## src/rtl/lpi_pkg.sv

```systemverilog
// Shared definitions for the low-priority interrupt gate.
// Assumes: nothing beyond a standard SystemVerilog compiler.
package lpi_pkg;
    // Update selected for the global enable flag in one cycle.
    typedef enum logic [1:0] {
        FLAG_KEEP = 2'd0,
        FLAG_SET  = 2'd1,
        FLAG_CLR  = 2'd2
    } flag_op_e;
endpackage

```

## src/rtl/lpi_enable_flag.sv

```systemverilog
// Global enable flag for low-priority interrupts.
// What it does: holds the flag. A take clears it; otherwise a disable
// strobe clears it, and otherwise an enable strobe sets it.
// Assumes: the take input is the same-cycle grant from the decision logic.
module lpi_enable_flag
    import lpi_pkg::*;
(
    input  logic clk,
    input  logic rst_n,
    input  logic take_i,
    input  logic set_i,
    input  logic clr_i,
    output logic flag_o
);
    flag_op_e op;
    logic     flag_q;

    // Pick the flag update: take, then disable, then enable.
    always_comb begin
        if (take_i || clr_i) begin
            op = FLAG_CLR;
        end else if (set_i) begin
            op = FLAG_SET;
        end else begin
            op = FLAG_KEEP;
        end
    end

    // Flag register; cleared by reset.
    always_ff @(posedge clk) begin
        if (!rst_n) begin
            flag_q <= 1'b0;
        end else begin
            case (op)
                FLAG_SET: flag_q <= 1'b1;
                FLAG_CLR: flag_q <= 1'b0;
                default:  flag_q <= flag_q;
            endcase
        end
    end

    assign flag_o = flag_q;
endmodule

```

## src/rtl/lpi_take_decide.sv

```systemverilog
// Combinational grant and fault decision.
// What it does: a request is eligible when no hold-off is active, the
// current stack equals the configured stack, and either the enable flag
// is set or the request is supervisor class. An eligible request whose
// link belongs to the configured stack is taken; any other eligible
// request raises a fault.
// Assumes: the request level stays up until it is acknowledged.
module lpi_take_decide #(
    parameter int STK_W = 2
) (
    input  logic             req_i,
    input  logic             super_i,
    input  logic             holdoff_i,
    input  logic             flag_i,
    input  logic [STK_W-1:0] cur_i,
    input  logic [STK_W-1:0] cfg_i,
    input  logic [STK_W-1:0] link_i,
    output logic             take_o,
    output logic             fault_o
);
    logic stack_ok;
    logic link_ok;
    logic allowed;
    logic eligible;

    // Split an eligible request into a grant or a fault.
    always_comb begin
        stack_ok = (cur_i == cfg_i);
        link_ok  = (link_i == cfg_i);
        allowed  = flag_i || super_i;
        eligible = req_i && !holdoff_i && stack_ok && allowed;
        take_o   = eligible && link_ok;
        fault_o  = eligible && !link_ok;
    end
endmodule

```

## src/rtl/lpi_atomic_ctr.sv

```systemverilog
// Atomic-section packet counter.
// What it does: a strobe loads the count. Each retired packet decrements
// a non-zero count, and a load in the same cycle takes priority. The
// busy output stays high while the count is non-zero.
// Assumes: a length of zero ends any running section at once.
module lpi_atomic_ctr #(
    parameter int CNT_W = 4
) (
    input  logic             clk,
    input  logic             rst_n,
    input  logic             load_i,
    input  logic [CNT_W-1:0] len_i,
    input  logic             pkt_i,
    output logic             busy_o
);
    localparam logic [CNT_W-1:0] ZERO = '0;
    localparam logic [CNT_W-1:0] ONE  = {{(CNT_W-1){1'b0}}, 1'b1};

    logic [CNT_W-1:0] cnt_q;

    // Load, decrement or hold the packet count.
    always_ff @(posedge clk) begin
        if (!rst_n) begin
            cnt_q <= ZERO;
        end else if (load_i) begin
            cnt_q <= len_i;
        end else if (pkt_i && (cnt_q != ZERO)) begin
            cnt_q <= cnt_q - ONE;
        end
    end

    assign busy_o = (cnt_q != ZERO);
endmodule

```

## src/rtl/lpi_gate_ctrl.sv

```systemverilog
// Top level of the low-priority interrupt gate.
// What it does: joins the enable flag, the take/fault decision and the
// atomic counter. After any acknowledge it blocks new grants for one
// cycle, which gives the aggregator time to drop the request.
// Assumes: every input is synchronous to clk.
module lpi_gate_ctrl #(
    parameter int VEC_W = 8,
    parameter int STK_W = 2,
    parameter int CNT_W = 4
) (
    input  logic             clk,
    input  logic             rst_n,
    input  logic             irq_req,
    input  logic             irq_super,
    input  logic [VEC_W-1:0] irq_vec,
    input  logic [STK_W-1:0] irq_link,
    input  logic [STK_W-1:0] cfg_stack,
    input  logic [STK_W-1:0] cur_stack,
    input  logic             ins_enint,
    input  logic             ins_disint,
    input  logic             ins_atomic,
    input  logic [CNT_W-1:0] atomic_len,
    input  logic             pkt_retire,
    output logic             take,
    output logic [VEC_W-1:0] take_vec,
    output logic             ack,
    output logic             nmi_fault,
    output logic             ie_flag,
    output logic             rt_block
);
    localparam logic [VEC_W-1:0] VEC_NONE = '0;

    logic take_w;
    logic fault_w;
    logic holdoff_q;

    lpi_take_decide #(.STK_W(STK_W)) u_decide (
        .req_i     (irq_req),
        .super_i   (irq_super),
        .holdoff_i (holdoff_q),
        .flag_i    (ie_flag),
        .cur_i     (cur_stack),
        .cfg_i     (cfg_stack),
        .link_i    (irq_link),
        .take_o    (take_w),
        .fault_o   (fault_w)
    );

    lpi_enable_flag u_flag (
        .clk    (clk),
        .rst_n  (rst_n),
        .take_i (take_w),
        .set_i  (ins_enint),
        .clr_i  (ins_disint),
        .flag_o (ie_flag)
    );

    lpi_atomic_ctr #(.CNT_W(CNT_W)) u_atomic (
        .clk    (clk),
        .rst_n  (rst_n),
        .load_i (ins_atomic),
        .len_i  (atomic_len),
        .pkt_i  (pkt_retire),
        .busy_o (rt_block)
    );

    // Block grants for one cycle after any acknowledge.
    always_ff @(posedge clk) begin
        if (!rst_n) begin
            holdoff_q <= 1'b0;
        end else begin
            holdoff_q <= take_w || fault_w;
        end
    end

    // Drive the outputs towards the core and the aggregator.
    always_comb begin
        take      = take_w;
        nmi_fault = fault_w;
        ack       = take_w || fault_w;
        take_vec  = take_w ? irq_vec : VEC_NONE;
    end
endmodule

```

## config.mk

```make
export PLATFORM = sky130hd
export DESIGN_NAME = lpi_gate_ctrl
export DESIGN_NICKNAME = d
export VERILOG_FILES = /design/src/rtl/lpi_pkg.sv /design/src/rtl/lpi_enable_flag.sv /design/src/rtl/lpi_take_decide.sv /design/src/rtl/lpi_atomic_ctr.sv /design/src/rtl/lpi_gate_ctrl.sv
export SDC_FILE = /design/constraint.sdc
export NUM_CORES = 1
export LEC_CHECK = 0
export BUFFER_PORTS_ARGS = -buffer_cell sky130_fd_sc_hd__buf_2
export CORE_MARGIN = 2
export CORE_UTILIZATION = 36
export CTS_CLUSTER_SIZE = 8
export DETAILED_ROUTE_END_ITERATION = 10
export GPL_ROUTABILITY_DRIVEN = 0
export PLACE_DENSITY = 0.82
export SYNTH_ARGS = -nofsm -noshare
export SYNTH_HDL_FRONTEND = slang
export SYNTH_SLANG_ARGS = --single-unit
```

## constraint.sdc

```tcl
create_clock -name clk -period 2.1 [get_ports clk]
set_input_delay 0.42 -clock clk [delete_from_list [all_inputs] [get_ports clk]]
set_output_delay 0.42 -clock clk [all_outputs]
set_load 0.01 [all_outputs]
```

==> results.yml, run 1 <==
final_layout:
  stdcell_area_um2: 690.7
  syn_to_final_growth_pct: 47.59
  final_cell_mix: "buf_2 (38), inv_1 (13), nor3_1 (9), nor2_1 (6), dfxtp_1 (6)"
  antenna_cells: 0
  drive_gt1_share_pct: 43.14
  nets: 131
  final_common_cell: "buf_2"
  fillers: 111
floorplanning:
  initial_utilization_pct: 40.48
  num_rows: 12
  die_x_um: 40.06
  die_h_um: 40.06
  die_area_um2: 1604
  coreArea_um2: 1156
  ios: 39
power_and_ir_drop:
  powerDensity_nw_per_um2: 505.9
  leakagePower_nw: 0.3800
  irDropWorstVdd_uv: 299.3
worst_setup_path:
  required_ns: 1.68
  cp.arrival_ns: 1.58
  crit_path_max_fanout: 5
  critPathLaunchType: "flop"
  crit_slowest_cell: "or3b_1"
  critPathCaptureType: "primary output"
  critPathMaxStageDelay_ns: 0.48
  path_cells: "inv_1 > ha_1 > or3b_1 > buf_2"
  crit_type: "flop to primary output"
cts:
  cts_max_level: 1
  cts_buffer_depth: 2
  post_cts_buffers: 0
  worstSkewPairLatency_ns: 0.25
  root_buffer: "clkbuf_4"
  cts_resized: 0
  ctsHoldBuffers: 0
  clk_pin_slew_ns: 0.05
  tritoncts: "yes"
  clock_sinks: 6
  cts_buffers: 3
timing:
  relSlewSlack_pct: 74.64
  fmaxAchievable_mhz: 500.1
  final.setup.tns_ns: 0
  worst_slew_pin_slew_ns: 0.3751
  final_hold_viol_count: 0
  layout_min_cycle_time_ns: 2.000
  clock_skew_ns: 0.003488
  finalCritPeriodShare_pct: 95.22
  report.final.slew_viol_count: 0
  setup_ws_ns: 0.1003
  setup_viol: 0
  rsz0062_at_grt: "no"
drt:
  routed_wl_um: 1430
  drtIter0Drc: 5
  route.detailed.drc: 0
  drt-pass1-iter-count: 2
  vias: 579
  vias_per_cell: 4.991
  detail-route-antenna-nets: 0
  wl_per_cell_um: 12.33
hold_path:
  hold_class: "primary input to flop"
synth:
  synth_nets: 89
  synth_warnings: 0
  synth_seq_cells: 6
  synth-seq-area-share_pct: 25.67
  synth_cell_types: 25
  avgSynthCellArea_um2: 7.548
  syn_area_um2: 467.9
  synth_cells: 62
status:
  status: "finished, final reports clean"
grt:
  grt_max_degree: 13
  antenna_found_initial: 0
  grt_pass1_vias: 426
  grt_pass1_wl_um: 1932
  grt_overflow: 0
  track_usage_pct: 18.94
place:
  pre_cts_slack_ns: 0.2385
  place_area_um2: 668.1
  place_hpwl_um: 1187
  port_buffers: 38
run:
  maxCapViolations: 0
-- metal layers --
layer,track usage [%],vias up,part of all wire [%]
met5,0,-,0
met4,10.34,0,2.8
met3,6.667,6,4.5
met2,32.26,17,53
met1,20.13,261,39
li1,-,295,-
-- area by class of cell --
type                    instances  area, µm²  area share [%]
clock buffers                   3      22.52           3.261
inverters                      13      48.80           7.065
multi-input cells              41      284.0           41.12
flip-flops and latches          6      120.1           17.39
well taps                      14      17.52           2.536
repair buffers                 39      197.7           28.62
-- cell families (layout without fill, tap and decap cells) --
group                      count (synthesis)  count (layout)  synth area share, %
and+or+nand+nor                           26              26                28.61
xor gates and xnor gates                   4               4                7.486
AOI/OAI and AO/OA                          9               9                19.79
DFF                                        6               6                25.67
adders and majority gates                  1               1                2.673
muxes                                      1               1                2.139
buffers and inverters                     15              55                13.64
-- critical path, delay by kind of cell (launching register included) --
kind	cells	cell delay, ns
buffers and inverters	2	0.31
AND/OR/NAND/NOR	1	0.48
flip-flops	1	0.31
adder cells (fa/ha/maj)	1	0.22
-- cell usage after synthesis, drive strengths merged --
cell type | number | area, µm²
nor2 | 6 | 22.52
nand4 | 1 | 6.260
a311o | 1 | 10.01
a2111o | 1 | 11.26
o21ai | 1 | 5.000
clkbuf | 1 | 3.750
nand2 | 3 | 11.26
a2111oi | 1 | 27.53
buf | 1 | 11.26
nor3 | 9 | 45.04
ha | 1 | 12.51
o221a | 1 | 11.26
a311oi | 1 | 8.760
nand4b | 1 | 8.760
nor2b | 1 | 6.260
inv | 13 | 48.80
mux2i | 1 | 10.01
nand3 | 2 | 10.01
nor4b | 1 | 8.760
xnor2 | 4 | 35.03
a21oi | 2 | 10.01
or3b | 1 | 8.760
o2111ai | 1 | 8.760
and3 | 1 | 6.260
dfxtp | 6 | 120.1
-- final timing paths --
kind,startpoint,endpoint,slack (ns),cells past startpoint
setup / recovery,u_atomic.cnt_q[1]$_SDFFE_PN0P_,rt_block,0.10,4
hold / removal,atomic_len[0],u_atomic.cnt_q[0]$_SDFFE_PN0P_,0.41,3
setup reg to reg,u_atomic.cnt_q[1]$_SDFFE_PN0P_,u_atomic.cnt_q[1]$_SDFFE_PN0P_,0.36,5
hold reg to reg,u_atomic.cnt_q[2]$_SDFFE_PN0P_,u_atomic.cnt_q[2]$_SDFFE_PN0P_,0.52,2
-- per-stage QoR --
stage | utilization, % | std cells | hold WS [ns] | power (mW)
global placement | 57.79 | 113 | 0.4901 | 0.2342
detailed placement | 57.79 | 113 | 0.5142 | 0.2394
global route | 59.74 | 116 | 0.4274 | 0.3732
floorplan | - | 62 | 0.4752 | 0.1974
finish | 59.74 | 116 | 0.4054 | 0.3494
CTS | 59.74 | 116 | 0.4014 | 0.3541
-- power by group --
| group | total, mW | internal, mW | switching, mW |
|---|---|---|---|
| Clock | 0.112 | 0.0650 | 0.0468 |
| Sequential | 0.129 | 0.123 | 0.00622 |
| Combinational | 0.109 | 0.0494 | 0.0591 |
-- registers in the layout (all words and copies together) (netlist names) --
name,count
u_flag.flag_o,1
u_atomic.cnt_q,4
holdoff_q,1
Note: power is estimated with default switching activity, not from simulation.
==> run 2: changes to the inputs <==
--- a/config.mk
+++ b/config.mk
@@ -6,6 +6,7 @@
 export NUM_CORES = 1
 export LEC_CHECK = 0
 export BUFFER_PORTS_ARGS = -buffer_cell sky130_fd_sc_hd__buf_2
+export CAP_MARGIN = 5
 export CORE_MARGIN = 2
 export CORE_UTILIZATION = 36
 export CTS_CLUSTER_SIZE = 8
==> constraint.sdc (replaced) <==
create_clock -name clk -period 2.1 [get_ports clk]
set_input_delay 0.21 -clock clk [delete_from_list [all_inputs] [get_ports clk]]
set_output_delay 0.21 -clock clk [all_outputs]
set_load 0.01 [all_outputs]
==> run 2 against run 1 <==
  * Clock power is 5% lower
  * Combinational power down 4%
  * Power is 2.5% lower
  * Worst hold slack worse by 0.20 ns
  * Sequential share of layout area is 0.19 points higher
  * Clock skew decreased by 0.0028 ns
  * Register-to-register slack gained 0.05 ns
  * Wire length is 12% lower
  * Design area down 1.1%
  * Die area unchanged
  * Sequential power barely moved
  * Non-clock buffer count fell by 1
  * Critical path type unchanged
  * Largest cell class unchanged
  * Largest power group unchanged
==> results.yml, run 2 (same netlist as run 1, synthesis figures left out) <==
status:
  status: "finished, final reports clean"
worst_setup_path:
  required_ns: 1.89
  r2r_start: "u_atomic.cnt_q[1]$_SDFFE_PN0P_"
  critPathMaxStageDelay_ns: 0.77
  critPathCaptureType: "primary output"
  r2r_slack_ns: 0.41
  cp.arrival_ns: 1.62
  crit_slowest_cell: "o2111ai_1"
  crit_type: "flop to primary output"
  reg2regPathDepth: 5
  rr_endpoint: "u_atomic.cnt_q[1]$_SDFFE_PN0P_"
  path_cells: "o2111ai_1 > nor3_1 > buf_2"
  crit_path_max_fanout: 13
  critPathLaunchType: "flop"
  critPathCapture: "take_vec[4]"
  crit_start: "u_flag.flag_o$_SDFFE_PN0P_"
timing:
  relSlewSlack_pct: 38.24
  fmaxAchievable_mhz: 546.3
  rsz0062_at_grt: "no"
  finalCritPeriodShare_pct: 87.16
  final_hold_viol_count: 0
  clock_skew_ns: 0.0007198
  worst_slew_pin_slew_ns: 0.9254
  layout_min_cycle_time_ns: 1.830
  setup_viol: 0
  final.setup.tns_ns: 0
  report.final.slew_viol_count: 0
drt:
  vias: 566
  drt-pass1-iter-count: 4
  vias_per_cell: 4.922
  wl_per_cell_um: 10.95
  routed_wl_um: 1259
  detail-route-antenna-nets: 0
  route.detailed.drc: 0
  drtIter0Drc: 20
grt:
  grt_pass1_wl_um: 1738
  grt_max_degree: 14
  track_usage_pct: 16.65
  grt_pass1_vias: 416
  antenna_found_initial: 0
  grt_overflow: 0
hold_path:
  hold_depth: 3
  hold_class: "primary input to flop"
power_and_ir_drop:
  p_sw_share_pct: 30.66
  p_sw_mw: 0.1044
  powerDensity_nw_per_um2: 498.5
  clkPwrFrac_pct: 31.1
  internal_power_mw: 0.2361
  p_seq_share_pct: 38.0
  leakagePower_nw: 0.3758
  comb_power_share_pct: 31.0
  irDropWorstVdd_uv: 262.6
final_layout:
  largest_reg_flops: 4
  multi_input_area_um2: 284.0
  syn_to_final_growth_pct: 45.99
  nets: 130
  regMostFlops: "u_atomic.cnt_q"
  seq_area_um2: 120.1
  final_cell_mix: "buf_2 (38), inv_1 (13), nor3_1 (9), nor2_1 (6), dfxtp_1 (6)"
  fillers: 107
  fin_util_pct: 59.09
  antenna_cells: 0
  final_common_cell: "buf_2"
  drive_gt1_share_pct: 42.57
floorplanning:
  die_area_um2: 1604
  coreArea_um2: 1156
  ios: 39
  num_rows: 12
  die_x_um: 40.06
  initial_utilization_pct: 40.48
  die_h_um: 40.06
cts:
  clock_sinks: 6
  tritoncts: "yes"
  post_cts_buffers: 0
  ctsHoldBuffers: 0
  cts_buffers: 3
  root_buffer: "clkbuf_4"
  cts_resized: 0
  cts_buffer_depth: 2
  clk_pin_slew_ns: 0.04
  cts_max_level: 1
  worstSkewPairLatency_ns: 0.24
run:
  maxCapViolations: 0
place:
  port_buffers: 38
  place_hpwl_um: 1073
==> run 2: layout make-up <==
cell class,count,share of cell area (%)
clock buffer,3,3.297
inverter,13,7.143
multi-input combinational,41,41.58
timing repair buffer,38,27.84
sequential,6,17.58
tap,14,2.564
==> run 2: stage by stage <==
stage	hold slack, ns	power, mW	worst slack (ns)	cell area (µm²)	instances
floorplan	0.3484	0.1974	0.5103	467.9	62
global placement	0.4468	0.2328	0.4753	660.6	112
detailed placement	0.4561	0.2368	0.4317	660.6	112
CTS	0.1981	0.3465	0.2593	683.2	115
global route	0.2241	0.3635	0.07316	683.2	115
finish	0.2067	0.3405	0.2696	683.2	115
==> run 2: per-layer routing <==
metal / global-route usage (%) / up-vias / wire (µm)
met3: 5.000 / 2 / 101
li1: - / 294 / -
met5: 0 / - / 0
met2: 23.79 / 26 / 661
met1: 21.45 / 244 / 483
met4: 10.34 / 0 / 14
==> run 2: power groups by stage <==
stage               Clock (mW)  Combinational (mW)  Sequential (mW)
floorplan                    0              0.0676            0.130
global placement             0               0.102            0.131
detailed placement           0               0.106            0.131
CTS                      0.112               0.106            0.129
global route             0.119               0.115            0.130
finish                   0.106               0.105            0.129
==> run 2: worst max-delay path: cells and delay by family (launching register included) <==
kind | cells | cell delay, ns
AO/OA/AOI/OAI | 1 | 0.77
buffers and inverters | 1 | 0.18
flip-flops | 1 | 0.32
AND/OR/NAND/NOR | 1 | 0.11
==> run 2: worst min path at each step <==
stage                        from                        endpoint  slack, ns
floorplan                   rst_n  u_atomic.cnt_q[3]$_SDFFE_PN0P_       0.35
global placement    atomic_len[0]  u_atomic.cnt_q[0]$_SDFFE_PN0P_       0.45
detailed placement  atomic_len[0]  u_atomic.cnt_q[0]$_SDFFE_PN0P_       0.46
CTS                 atomic_len[0]  u_atomic.cnt_q[0]$_SDFFE_PN0P_       0.20
global route        atomic_len[2]  u_atomic.cnt_q[2]$_SDFFE_PN0P_       0.22
finish              atomic_len[0]  u_atomic.cnt_q[0]$_SDFFE_PN0P_       0.21
==> run 3: changes to the inputs <==
--- a/config.mk
+++ b/config.mk
@@ -5,7 +5,7 @@
 export SDC_FILE = /design/constraint.sdc
 export NUM_CORES = 1
 export LEC_CHECK = 0
-export BUFFER_PORTS_ARGS = -buffer_cell sky130_fd_sc_hd__buf_2
+export BUFFER_PORTS_ARGS = -buffer_cell sky130_fd_sc_hd__buf_4
 export CAP_MARGIN = 5
 export CORE_MARGIN = 2
 export CORE_UTILIZATION = 36
==> run 3 against run 2 <==
  * Clock power about the same
  * Global-route usage increased by 3.0 points
  * First-iteration DRC count is 50% lower
  * Largest cell class is now non-clock buffers
==> results.yml, run 3 (same netlist as run 1, synthesis figures left out) <==
worst_setup_path:
  r2r_start: "u_atomic.cnt_q[1]$_SDFFE_PN0P_"
  critPathLaunchType: "flop"
  cp.arrival_ns: 1.62
  cp_top_family: "compound AO/OA/AOI/OAI gates"
  crit_type: "flop to primary output"
  critPathMaxStageDelay_ns: 0.73
  reg2regPathDepth: 5
  path_cells: "o2111ai_1 > nor3_1 > buf_4"
  r2r_slack_ns: 0.41
  critPathCaptureType: "primary output"
  crit_slowest_cell: "o2111ai_1"
  required_ns: 1.89
  worst-path-buf-inv: 1
  crit_path_max_fanout: 13
  rr_endpoint: "u_atomic.cnt_q[0]$_SDFFE_PN0P_"
place:
  pre_cts_slack_ns: 0.4185
  place_hpwl_um: 1140
  port_buffers: 38
hold_path:
  min_to: "u_atomic.cnt_q[0]$_SDFFE_PN0P_"
  hp-start: "atomic_len[0]"
  hold_class: "primary input to flop"
  hold_depth: 3
cts:
  clock_sinks: 6
  worstSkewPairLatency_ns: 0.24
  ctsHoldBuffers: 0
  post_cts_buffers: 0
  cts_max_level: 1
  cts_resized: 0
  clk_pin_slew_ns: 0.04
  tritoncts: "yes"
  cts_buffers: 3
  root_buffer: "clkbuf_4"
  cts_buffer_depth: 2
power_and_ir_drop:
  internal_power_mw: 0.2529
  p_sw_share_pct: 29.23
  comb_power_share_pct: 34.3
  irDropWorstVdd_uv: 358.5
  powerDensity_nw_per_um2: 459.1
  p_total_mw: 0.3573
  p_sw_mw: 0.1044
  p_seq_share_pct: 36.2
  leakagePower_nw: 0.3976
  clkPwrFrac_pct: 29.5
grt:
  antenna_found_initial: 0
  grt_max_degree: 14
  grt_overflow: 0
  track_usage_pct: 19.61
  grt_pass1_vias: 476
  grt_pass1_wl_um: 2028
floorplanning:
  die_h_um: 40.06
  coreArea_um2: 1156
  die_area_um2: 1604
  num_rows: 12
  ios: 39
  initial_utilization_pct: 40.48
  die_x_um: 40.06
drt:
  route.detailed.drc: 0
  drt-pass1-iter-count: 4
  vias_per_cell: 5.052
  wl_per_cell_um: 11.50
  drtIter0Drc: 10
  detail-route-antenna-nets: 0
  vias: 581
  routed_wl_um: 1322
final_layout:
  final_common_cell: "buf_4"
  final_cell_mix: "buf_4 (38), inv_1 (13), nor3_1 (9), nor2_1 (6), dfxtp_1 (6)"
  largest_reg_flops: 4
  nets: 130
  fillers: 98
  seq_area_um2: 120.1
  antenna_cells: 0
  drive_gt1_share_pct: 42.57
  multi_input_area_um2: 284.0
  regMostFlops: "u_atomic.cnt_q"
  syn_to_final_growth_pct: 66.31
timing:
  setup_viol: 0
  finalCritPeriodShare_pct: 87.02
  worst_slew_pin_slew_ns: 0.8689
  final_hold_viol_count: 0
  fmaxAchievable_mhz: 547.2
  final.setup.tns_ns: 0
  holdWs_ns: 0.2156
  relSlewSlack_pct: 42.01
  clock_skew_ns: 0.0004305
  rsz0062_at_grt: "no"
  layout_min_cycle_time_ns: 1.827
  report.final.slew_viol_count: 0
  setup_ws_ns: 0.2726
status:
  status: "finished, final reports clean"
run:
  maxCapViolations: 0
## run 3: per-layer routing
metal,GRT usage (%),routed length (µm),up-vias
li1,-,-,293
met1,22.70,496,268
met2,31.45,740,16
met3,6.667,57,4
met4,10.34,27,0
met5,0,0,-
## run 3: tightest hold or removal path, delay by kind of cell
family                 cells  cell delay (ns)
AND/OR/NAND/NOR            2             0.13
buffers and inverters      1             0.08
## run 3: worst max path at each step
stage / endpoint / from / slack [ns] / depth (start not counted)
2_1_floorplan: u_atomic.cnt_q[0]$_SDFFE_PN0P_ / u_atomic.cnt_q[1]$_SDFFE_PN0P_ / 0.51 / 6
3_3_place_gp: u_atomic.cnt_q[1]$_SDFFE_PN0P_ / u_atomic.cnt_q[1]$_SDFFE_PN0P_ / 0.44 / 5
3_5_place_dp: u_atomic.cnt_q[0]$_SDFFE_PN0P_ / u_atomic.cnt_q[1]$_SDFFE_PN0P_ / 0.42 / 5
4_1_cts: take_vec[4] / u_flag.flag_o$_SDFFE_PN0P_ / 0.24 / 3
5_1_grt: take_vec[4] / holdoff_q$_SDFF_PN0_ / 0.05 / 4
6_report: take_vec[4] / u_flag.flag_o$_SDFFE_PN0P_ / 0.27 / 3
## run 3: per-stage QoR
step	cell area (µm²)	instances	util [%]
after CTS	778.2	115	67.32
after floorplan	467.9	62	-
after global routing	778.2	115	67.32
after detailed placement	755.7	112	65.37
final	778.2	115	67.32
after global placement	755.7	112	65.37
## run 3: power by group through the flow
stage / clock, mW / combinational [mW] / sequential [mW]
2_1_floorplan: 0 / 0.0676 / 0.130
3_3_place_gp: 0 / 0.120 / 0.131
3_5_place_dp: 0 / 0.123 / 0.131
4_1_cts: 0.112 / 0.123 / 0.129
5_1_grt: 0.118 / 0.137 / 0.130
6_report: 0.105 / 0.123 / 0.129
## run 3: layout make-up
type / count / share of cell area, %
inverters: 13 / 6.270
clock buffers: 3 / 2.894
well taps: 14 / 2.251
flip-flops and latches: 6 / 15.43
repair buffers: 38 / 36.66
multi-input cells: 41 / 36.50
